### config.mk
export PLATFORM = sky130hd
export DESIGN_NAME = stereo_sample_regs
export DESIGN_NICKNAME = d
export VERILOG_FILES = /design/src/rtl/ssr_pkg.sv /design/src/rtl/ssr_interval_timer.sv /design/src/rtl/ssr_startup_tracker.sv /design/src/rtl/ssr_channel_reg.sv /design/src/rtl/stereo_sample_regs.sv
export SDC_FILE = /design/constraint.sdc
export NUM_CORES = 1
export LEC_CHECK = 0
export ABC_AREA = 1
export BUFFER_PORTS_ARGS = -buffer_cell sky130_fd_sc_hd__buf_2
export CAP_MARGIN = 20
export CELL_PAD_IN_SITES_DETAIL_PLACEMENT = 0
export CELL_PAD_IN_SITES_GLOBAL_PLACEMENT = 2
export CORE_ASPECT_RATIO = 0.75
export CORE_MARGIN = 3
export CORE_UTILIZATION = 36
export CTS_BUF_LIST = sky130_fd_sc_hd__clkbuf_8
export DETAILED_ROUTE_END_ITERATION = 8
export PLACE_DENSITY = 0.85
export SLEW_MARGIN = 40
export SYNTH_ARGS = -nofsm -noshare
export SYNTH_HDL_FRONTEND = slang
export SYNTH_SLANG_ARGS = --single-unit
export TNS_END_PERCENT = 20
### constraint.sdc
create_clock -name clk -period 4.1 [get_ports clk]
set_input_delay 0.41 -clock clk [delete_from_list [all_inputs] [get_ports clk]]
set_output_delay 0.41 -clock clk [all_outputs]
set_load 0.05 [all_outputs]
### src/rtl/ssr_pkg.sv
package ssr_pkg;

  // register offsets
  localparam int unsigned OFS_CFG      = 0;
  localparam int unsigned OFS_LEFT_HI  = 1;
  localparam int unsigned OFS_LEFT_LO  = 2;
  localparam int unsigned OFS_RIGHT_HI = 3;
  localparam int unsigned OFS_RIGHT_LO = 4;

  // configuration word bit positions
  localparam int unsigned CFG_ORUN_BIT  = 15;
  localparam int unsigned CFG_RFULL_BIT = 14;
  localparam int unsigned CFG_LFULL_BIT = 13;
  localparam int unsigned CFG_EN_BIT    = 12;

  // event spacing in clocks for a given rate code
  function automatic int unsigned period_clocks(input int unsigned rate);
    return 2 * (rate + 1);
  endfunction

endpackage

### src/rtl/ssr_interval_timer.sv
module ssr_interval_timer #(
  parameter int unsigned RATE_W = 12
) (
  input  logic              clk,
  input  logic              rst_n,
  input  logic              enable,
  input  logic [RATE_W-1:0] rate,
  output logic              tick
);
  localparam int unsigned CNT_W = RATE_W + 2;

  logic [CNT_W-1:0] cnt;
  logic [CNT_W-1:0] last;

  // last count value of a period; >= keeps a rate cut mid-period bounded
  always_comb last = CNT_W'(ssr_pkg::period_clocks(32'(rate)) - 1);
  assign tick = enable && (cnt >= last);

  always_ff @(posedge clk or negedge rst_n) begin
    if (!rst_n)      cnt <= '0;
    else if (!enable) cnt <= '0;
    else if (tick)    cnt <= '0;
    else              cnt <= cnt + 1'b1;
  end

  // the period is at least two clocks, so a disabled cycle is never followed by an event
  p_quiet_off_r3: assert property (@(posedge clk) disable iff (!rst_n)
    !enable |=> !tick);

endmodule

### src/rtl/ssr_startup_tracker.sv
module ssr_startup_tracker #(
  parameter int unsigned SETTLE_EVENTS = 19
) (
  input  logic clk,
  input  logic rst_n,
  input  logic enable,
  input  logic tick,
  output logic valid
);
  localparam int unsigned CW = $clog2(SETTLE_EVENTS + 1);
  localparam logic [CW-1:0] FULL_COUNT = CW'(SETTLE_EVENTS);

  logic [CW-1:0] seen;

  always_ff @(posedge clk or negedge rst_n) begin
    if (!rst_n)                          seen <= '0;
    else if (!enable)                    seen <= '0;
    else if (tick && seen != FULL_COUNT) seen <= seen + 1'b1;
  end

  assign valid = enable && (seen == FULL_COUNT);

endmodule

### src/rtl/ssr_channel_reg.sv
module ssr_channel_reg #(
  parameter int unsigned SAMPLE_W = 24
) (
  input  logic                clk,
  input  logic                rst_n,
  input  logic                tick,
  input  logic [SAMPLE_W-1:0] sample_in,
  input  logic                ack_rd,
  output logic [SAMPLE_W-1:0] sample_q,
  output logic                full,
  output logic                overrun_hit
);

  always_ff @(posedge clk or negedge rst_n) begin
    if (!rst_n)    sample_q <= '0;
    else if (tick) sample_q <= sample_in;
  end

  always_ff @(posedge clk or negedge rst_n) begin
    if (!rst_n)      full <= 1'b0;
    else if (tick)   full <= 1'b1;
    else if (ack_rd) full <= 1'b0;
  end

  // new data arriving on a sample not yet acknowledged
  assign overrun_hit = tick && full;

  // an acknowledge without a competing event empties the channel
  p_ack_clears_r5: assert property (@(posedge clk) disable iff (!rst_n)
    (ack_rd && !tick) |=> !full);

  // the stored word is the input seen in the event cycle
  p_capture_r4: assert property (@(posedge clk) disable iff (!rst_n)
    tick |=> (sample_q == $past(sample_in)));

endmodule

### src/rtl/stereo_sample_regs.sv
module stereo_sample_regs #(
  parameter int unsigned ADDR_W        = 3,
  parameter int unsigned DATA_W        = 16,
  parameter int unsigned SAMPLE_W      = 24,
  parameter int unsigned RATE_W        = 12,
  parameter int unsigned SETTLE_EVENTS = 19
) (
  input  logic                clk,
  input  logic                rst_n,
  input  logic [ADDR_W-1:0]   bus_addr,
  input  logic                bus_wr,
  input  logic                bus_rd,
  input  logic [DATA_W-1:0]   bus_wdata,
  output logic [DATA_W-1:0]   bus_rdata,
  input  logic [SAMPLE_W-1:0] src_left,
  input  logic [SAMPLE_W-1:0] src_right,
  output logic                irq,
  output logic                out_valid
);
  import ssr_pkg::*;

  localparam int unsigned LO_W  = SAMPLE_W - DATA_W;
  localparam int unsigned N_CH  = 2;

  logic              cfg_en;
  logic [RATE_W-1:0] cfg_rate;
  logic              orun;

  // named internal events
  logic cfg_wr_ev;
  logic orun_clr_ev;
  logic sample_ev;
  logic any_overrun_ev;

  logic [SAMPLE_W-1:0] ch_in   [N_CH];
  logic [SAMPLE_W-1:0] ch_q    [N_CH];
  logic [N_CH-1:0]     ch_full;
  logic [N_CH-1:0]     ch_hit;
  logic [N_CH-1:0]     ch_ack;

  assign cfg_wr_ev   = bus_wr && (bus_addr == ADDR_W'(OFS_CFG));
  assign orun_clr_ev = cfg_wr_ev && !bus_wdata[CFG_ORUN_BIT];

  assign ch_in[0]  = src_left;
  assign ch_in[1]  = src_right;
  assign ch_ack[0] = bus_rd && (bus_addr == ADDR_W'(OFS_LEFT_HI));
  assign ch_ack[1] = bus_rd && (bus_addr == ADDR_W'(OFS_RIGHT_HI));

  always_ff @(posedge clk or negedge rst_n) begin
    if (!rst_n) begin
      cfg_en   <= 1'b0;
      cfg_rate <= '0;
    end else if (cfg_wr_ev) begin
      cfg_en   <= bus_wdata[CFG_EN_BIT];
      cfg_rate <= bus_wdata[RATE_W-1:0];
    end
  end

  ssr_interval_timer #(.RATE_W(RATE_W)) u_timer (
    .clk    (clk),
    .rst_n  (rst_n),
    .enable (cfg_en),
    .rate   (cfg_rate),
    .tick   (sample_ev)
  );

  ssr_startup_tracker #(.SETTLE_EVENTS(SETTLE_EVENTS)) u_settle (
    .clk    (clk),
    .rst_n  (rst_n),
    .enable (cfg_en),
    .tick   (sample_ev),
    .valid  (out_valid)
  );

  for (genvar c = 0; c < N_CH; c++) begin : g_ch
    ssr_channel_reg #(.SAMPLE_W(SAMPLE_W)) u_ch (
      .clk         (clk),
      .rst_n       (rst_n),
      .tick        (sample_ev),
      .sample_in   (ch_in[c]),
      .ack_rd      (ch_ack[c]),
      .sample_q    (ch_q[c]),
      .full        (ch_full[c]),
      .overrun_hit (ch_hit[c])
    );
  end

  assign any_overrun_ev = |ch_hit;

  always_ff @(posedge clk or negedge rst_n) begin
    if (!rst_n)              orun <= 1'b0;
    else if (any_overrun_ev) orun <= 1'b1;
    else if (orun_clr_ev)    orun <= 1'b0;
  end

  always_ff @(posedge clk or negedge rst_n) begin
    if (!rst_n) irq <= 1'b0;
    else        irq <= sample_ev;
  end

  always_comb begin
    bus_rdata = '0;
    case (bus_addr)
      ADDR_W'(OFS_CFG): begin
        bus_rdata[CFG_ORUN_BIT]  = orun;
        bus_rdata[CFG_RFULL_BIT] = ch_full[1];
        bus_rdata[CFG_LFULL_BIT] = ch_full[0];
        bus_rdata[CFG_EN_BIT]    = cfg_en;
        bus_rdata[RATE_W-1:0]    = cfg_rate;
      end
      ADDR_W'(OFS_LEFT_HI):  bus_rdata = ch_q[0][SAMPLE_W-1:LO_W];
      ADDR_W'(OFS_LEFT_LO):  bus_rdata = DATA_W'(ch_q[0][LO_W-1:0]);
      ADDR_W'(OFS_RIGHT_HI): bus_rdata = ch_q[1][SAMPLE_W-1:LO_W];
      ADDR_W'(OFS_RIGHT_LO): bus_rdata = DATA_W'(ch_q[1][LO_W-1:0]);
      default:               bus_rdata = '0;
    endcase
  end

  // events are at least two clocks apart, so the request never lasts two cycles
  p_irq_single_r7: assert property (@(posedge clk) disable iff (!rst_n)
    irq |=> !irq);

  // when the request is seen both channels hold unacknowledged data
  p_irq_full_r5: assert property (@(posedge clk) disable iff (!rst_n)
    irq |-> (&ch_full));

  // overrun survives every cycle without a clearing write
  p_orun_sticky_r6: assert property (@(posedge clk) disable iff (!rst_n)
    (orun && !orun_clr_ev) |=> orun);

  // settling completes only together with an interrupt
  p_valid_rise_r8: assert property (@(posedge clk) disable iff (!rst_n)
    $rose(out_valid) |-> irq);

endmodule

== Word-level counts from Yosys, hierarchy flattened ==
Index checks and enable logic that the tools add are counted.
Cells by class
  $add $sub $neg: 4
  order comparisons: 1
  eq/ne operators: 7
  muxes and demuxes: 11
  reduce and logical (&&, ||, !) cells: 15
Operators with widths (number)
  case mux 16 bit (5 select lines): 1
  two-way mux 14 bit: 2
  adder 14 x 1 -> 14 bit, second input constant: 1
  greater-or-equal comparator 14 bit: 1
  subtractor 14 x 1 -> 14 bit, second input constant: 1
  adder 12 x 1 -> 13 bit, second input constant: 1
  two-way mux 5 bit: 2
  logical AND 1 bit: 9
  equality test 3 x 2 -> 1 bit, second input constant: 2
  two-way mux 1 bit: 6
  nonzero test 2 bit: 3
  adder 5 x 1 -> 5 bit, second input constant: 1
  equality test 5 bit, second input constant: 1
  != test 5 bit, second input constant: 1
  equality test 3 x 1 -> 1 bit, second input constant: 1
  equality test 3 bit, second input constant: 1
  zero test 3 bit: 1
  != test 2 x 1 -> 1 bit, second input constant: 1
  OR reduction 2 bit: 1
  zero test 1 bit: 1
Word-level totals
  bits in registers: 84
  input bits: 71
  output and inout port bits: 18
  word-level logic and storage cells: 48

== Logic depth before layout (Yosys ltp) ==
  depth after elaboration: 7
  mapped depth: 22

== Modules after synthesis ==
From an unflattened synthesis, not the netlist that was laid out.
Second synthesis, totals
  cell total of the unflattened synthesis: 691
  area total of the unflattened synthesis: 5086.1 µm²
By module, submodules not included
  ssr_channel_reg: times used 2, cells each 108, area an instance 972.2 µm², seq. area each 625.6 µm²
  ssr_interval_timer: times used 1, cells each 239, area an instance 1622.8 µm², seq. area each 350.3 µm²
  stereo_sample_regs: times used 1, cells each 198, area an instance 1178.6 µm², seq. area each 375.4 µm²
  ssr_startup_tracker: times used 1, cells each 38, area an instance 340.3 µm², seq. area each 125.1 µm²

== Worst setup path after synthesis ==
Ideal clock, no wire load.
  path type: register -> register
  start point: reg cfg_rate[0]
  end point: reg g_ch[1].u_ch.sample_q[10]
  library setup time: 0.121 ns
  arrival: 2.631 ns
  slack: 1.349 ns
  cell stages (with the launch flop): 21
  path buffers: 1
  period minus slack after synthesis: 2.751 ns
  cell sequence: dfrtp_1 -> ha_1 -> nand2_2 -> inv_1 -> nand2_1 -> nand2_1 -> nand2_1 -> nand2_2 -> nor3_2 -> nand3_1 -> nand2_1 -> inv_1 -> ha_1 -> nand2_1 -> nor4_2 -> nand2_1 -> nand2_2 -> nand2_4 -> inv_8 -> buf_6 -> o21ai_1
Between the ends
  longest elaborated chain between the ends: 4
Ends and longest elaborated chain
  start: declaration: line stereo_sample_regs.sv:26  | logic [RATE_W-1:0] cfg_rate;
  start signal: assignment: line stereo_sample_regs.sv:55  | cfg_rate <= bus_wdata[RATE_W-1:0];
  adder 12 x 1 -> 13 bit: line ssr_pkg.sv:18  | return 2 * (rate + 1);
  subtractor 14 x 1 -> 14 bit: line ssr_interval_timer.sv:16  | always_comb last = CNT_W'(ssr_pkg::period_clocks(32'(rate)) - 1);
  greater-or-equal comparator 14 bit: line ssr_interval_timer.sv:17  | assign tick = enable && (cnt >= last);
  logical AND 1 bit: line ssr_interval_timer.sv:17
  end signal: assignment: line ssr_channel_reg.sv:16  | else if (tick) sample_q <= sample_in;
  end: declaration: line ssr_channel_reg.sv:9  | output logic [SAMPLE_W-1:0] sample_q,
No other way between the ends.
A chain may end at the register's enable or synchronous reset.

== Worst setup path in the final report ==
  start point: reg cfg_rate[0]
  end point: reg g_ch[1].u_ch.sample_q[1]
Same word-level chain as after synthesis.

==> out/metrics.cfg <==
[status]
outcome = complete, no violations

[critical_path]
crit_fanout = 36
cp-end-kind = register
start_kind = register
cp.required_ns = 4.40
crit_chain = ha_1 -> nand2_2 -> nor2_4 -> nand2_2 -> nand2_2 -> nand3_2 -> nor2_2 -> nand2_2 -> o21ai_2 -> nand2_1 -> ha_1 -> a21oi_1 -> o21ai_0 -> a21oi_1 -> nand2_2 -> nand2_4 -> buf_4 -> nand2_1 -> nand2_1
arrival_ns = 3.75
r2r-end = g_ch[1].u_ch.sample_q[1]$_DFFE_PN0P_
regToRegStartpoint = cfg_rate[0]$_DFFE_PN0P_
crit_path_top_delay_cell = dfrtp_1
critical-path-max-stage-delay_ns = 0.47
worstRegToRegCells = 19
path_class = register to register
reg2reg_setup_slack_ns = 0.65
critPathMostFrequentCell = nand2_2

[clock_network]
cts_setup_buffers = 0
root_buffer = clkbuf_8
clock_latency_ns = 0.36
cts_resized = 0
cts_hold_buf = 0
clock_sinks = 84
clkTransAtPathRegs_ns = 0.09
htreeDepth = 3
clockBufferDepth = 2
tritoncts = done
cts_buffers = 9

[sta]
max_freq_mhz = 290
setup_tns_ns = 0
worstMarginPinSlew_ns = 0.717
rsz0062_at_grt = no
final.setup.worst_slack_ns = 0.648
final_hold_viol_count = 0
drv_slew = 0
setup_viol = 0
period_needed_ns = 3.45
fin_skew_ns = 0.00898
timing.slew.headroom_pct = 52.2
fin_crit_sh_pct = 84.2

[routing]
wl_per_cell_um = 14.9
wl_met3_um = 652
met1Wirelength_um = 6570
wl_um = 12400
drc_errors = 0
routed-wl-met2_um = 5020
first_pass_iters = 5
dr.first_iter.drc_count = 173
top_layer_used = met4
vias = 3958
via_per_inst = 4.77
antenna_left = 0

[floorplanning]
core_um2 = 12600
floorplan.initialDensity_pct = 37.6
die_h_um = 105
io_pins = 89
dieArea_um2 = 14600
die_w_um = 138
rows = 35

[pwr]
max-vdd-ir-drop_uv = 149
leakage_nw = 2.72
power_density_nw_per_um2 = 376

[grt]
grt_usage_pct = 17.7
grt_pass1_vias = 4069
grt_start_max_net_pins = 65
antenna_found_initial = 0
grt_overflow = 0
grt_pass1_wl_um = 20800

[yosys]
yosysSeqAreaShare_pct = 44.5
synth_edf_count = 0
avgSynthCellArea_um2 = 8.21
yosys_warnings = 0
ys_seq_elements = 84
async_flop_share_pct = 100
synth_flop_cell = dfrtp_1
ys_types = 39
synth_fp_nets = 664
syn_area_um2 = 4730
synth_cells = 576

[final_layout]
drive_gt1_share_pct = 24.1
mostFrequentLayoutCell = nand2_1
antennaDiodeCount = 0
syn_to_final_growth_pct = 14.8
final_cell_mix = nand2_1, buf_2, dfrtp_1
nets = 748
fin_util_pct = 43.2

[placement]
post-place-ws_ns = 0.684
gp_congestion = 0.800
numPortBuffers = 86
dpl.hpwl_um = 9130

[run]
max-cap-violations = 0

[hold_path]
min_path_type = primary input to asynchronous set/reset pin

==> final cells by class <==
class,count,area (um^2)
fill,1302,7140
tap,166,208
inverter,55,214
multi-input combinational,421,2280
sequential,84,2100
clock inverter,4,28.8
clock buffer,10,138
timing repair buffer,89,455
==> report_power, final <==
| group | internal (mW) | total (mW) | switching [mW] |
|---|---|---|---|
| combinational | 0.180 | 0.548 | 0.368 |
| sequential | 0.885 | 0.954 | 0.0686 |
| clock | 0.230 | 0.539 | 0.309 |
| total | 1.30 | 2.04 | 0.745 |
==> logic make-up after synthesis <==
kind of cell / count (synthesis) / share of synthesized area (%)
adder cells (fa/ha/maj): 17 / 4.50
AO/OA/AOI/OAI: 83 / 11.0
buffers and inverters: 71 / 7.31
flip-flops: 84 / 44.5
XOR/XNOR: 19 / 3.52
AND/OR/NAND/NOR: 302 / 29.2
==> per-stage QoR <==
step                      hold WS, ns  power, mW  std cells  instance area, um^2
final                          0.0925       2.04        829                 5430
after CTS                       0.125       2.06        829                 5430
after global routing            0.142       2.18        829                 5430
after floorplan                 0.114       1.35        576                 4730
after global placement          0.464       1.51        815                 5260
after detailed placement        0.468       1.52        815                 5260
==> critical path: cells and delay by family, from the launching register on <==
family	cells	cell delay (ns)
buffers and inverters	1	0.38
and+or+nand+nor	12	1.36
AOI/OAI and AO/OA	4	0.66
DFF	1	0.47
adders and majority gates	2	0.51
==> Yosys cell counts, drive strengths merged (4+ instances only) <==
library cell	count	share of area [%]
o21ai	46	5.8
xnor2	4	0.74
nand2	202	17
inv	55	4.5
a21oi	20	2.1
a221oi	8	1.5
nand3	30	3.4
dfrtp	84	44
ha	17	4.5
nor3	4	0.53
nor2	49	5.2
o221ai	5	0.93
buf	15	2.7
nand4	10	1.5
xor2	15	2.8
==> flip-flops by register name (all words and copies together), names as in the netlist <==
signal and cells:
irq 1, cfg_rate 12, u_settle.seen 5, orun 1, u_timer.cnt 14, g_ch.u_ch.sample_q 48, cfg_en 1, g_ch.u_ch.full 2
==> worst max path at each step <==
stage                            start                                     to  cells after the start  slack (ns)
2_1_floorplan  cfg_rate[0]$_DFFE_PN0P_  g_ch[1].u_ch.sample_q[10]$_DFFE_PN0P_                     20        1.35
3_3_place_gp   cfg_rate[0]$_DFFE_PN0P_                       orun$_DFFE_PN0P_                     19        0.75
3_5_place_dp   cfg_rate[0]$_DFFE_PN0P_                       orun$_DFFE_PN0P_                     18        0.68
4_1_cts        cfg_rate[0]$_DFFE_PN0P_   g_ch[1].u_ch.sample_q[1]$_DFFE_PN0P_                     19        0.67
5_1_grt        cfg_rate[0]$_DFFE_PN0P_   g_ch[0].u_ch.sample_q[3]$_DFFE_PN0P_                     20        0.32
6_report       cfg_rate[0]$_DFFE_PN0P_   g_ch[1].u_ch.sample_q[1]$_DFFE_PN0P_                     19        0.65
==> routing by layer <==
metal | global-route usage [%] | vias up
met4 | 3.60 | 0
met1 | 27.1 | 1824
met2 | 25.5 | 92
li1 | - | 2033
met5 | 0 | -
met3 | 4.13 | 9
Power figures use the tool's default switching activity.
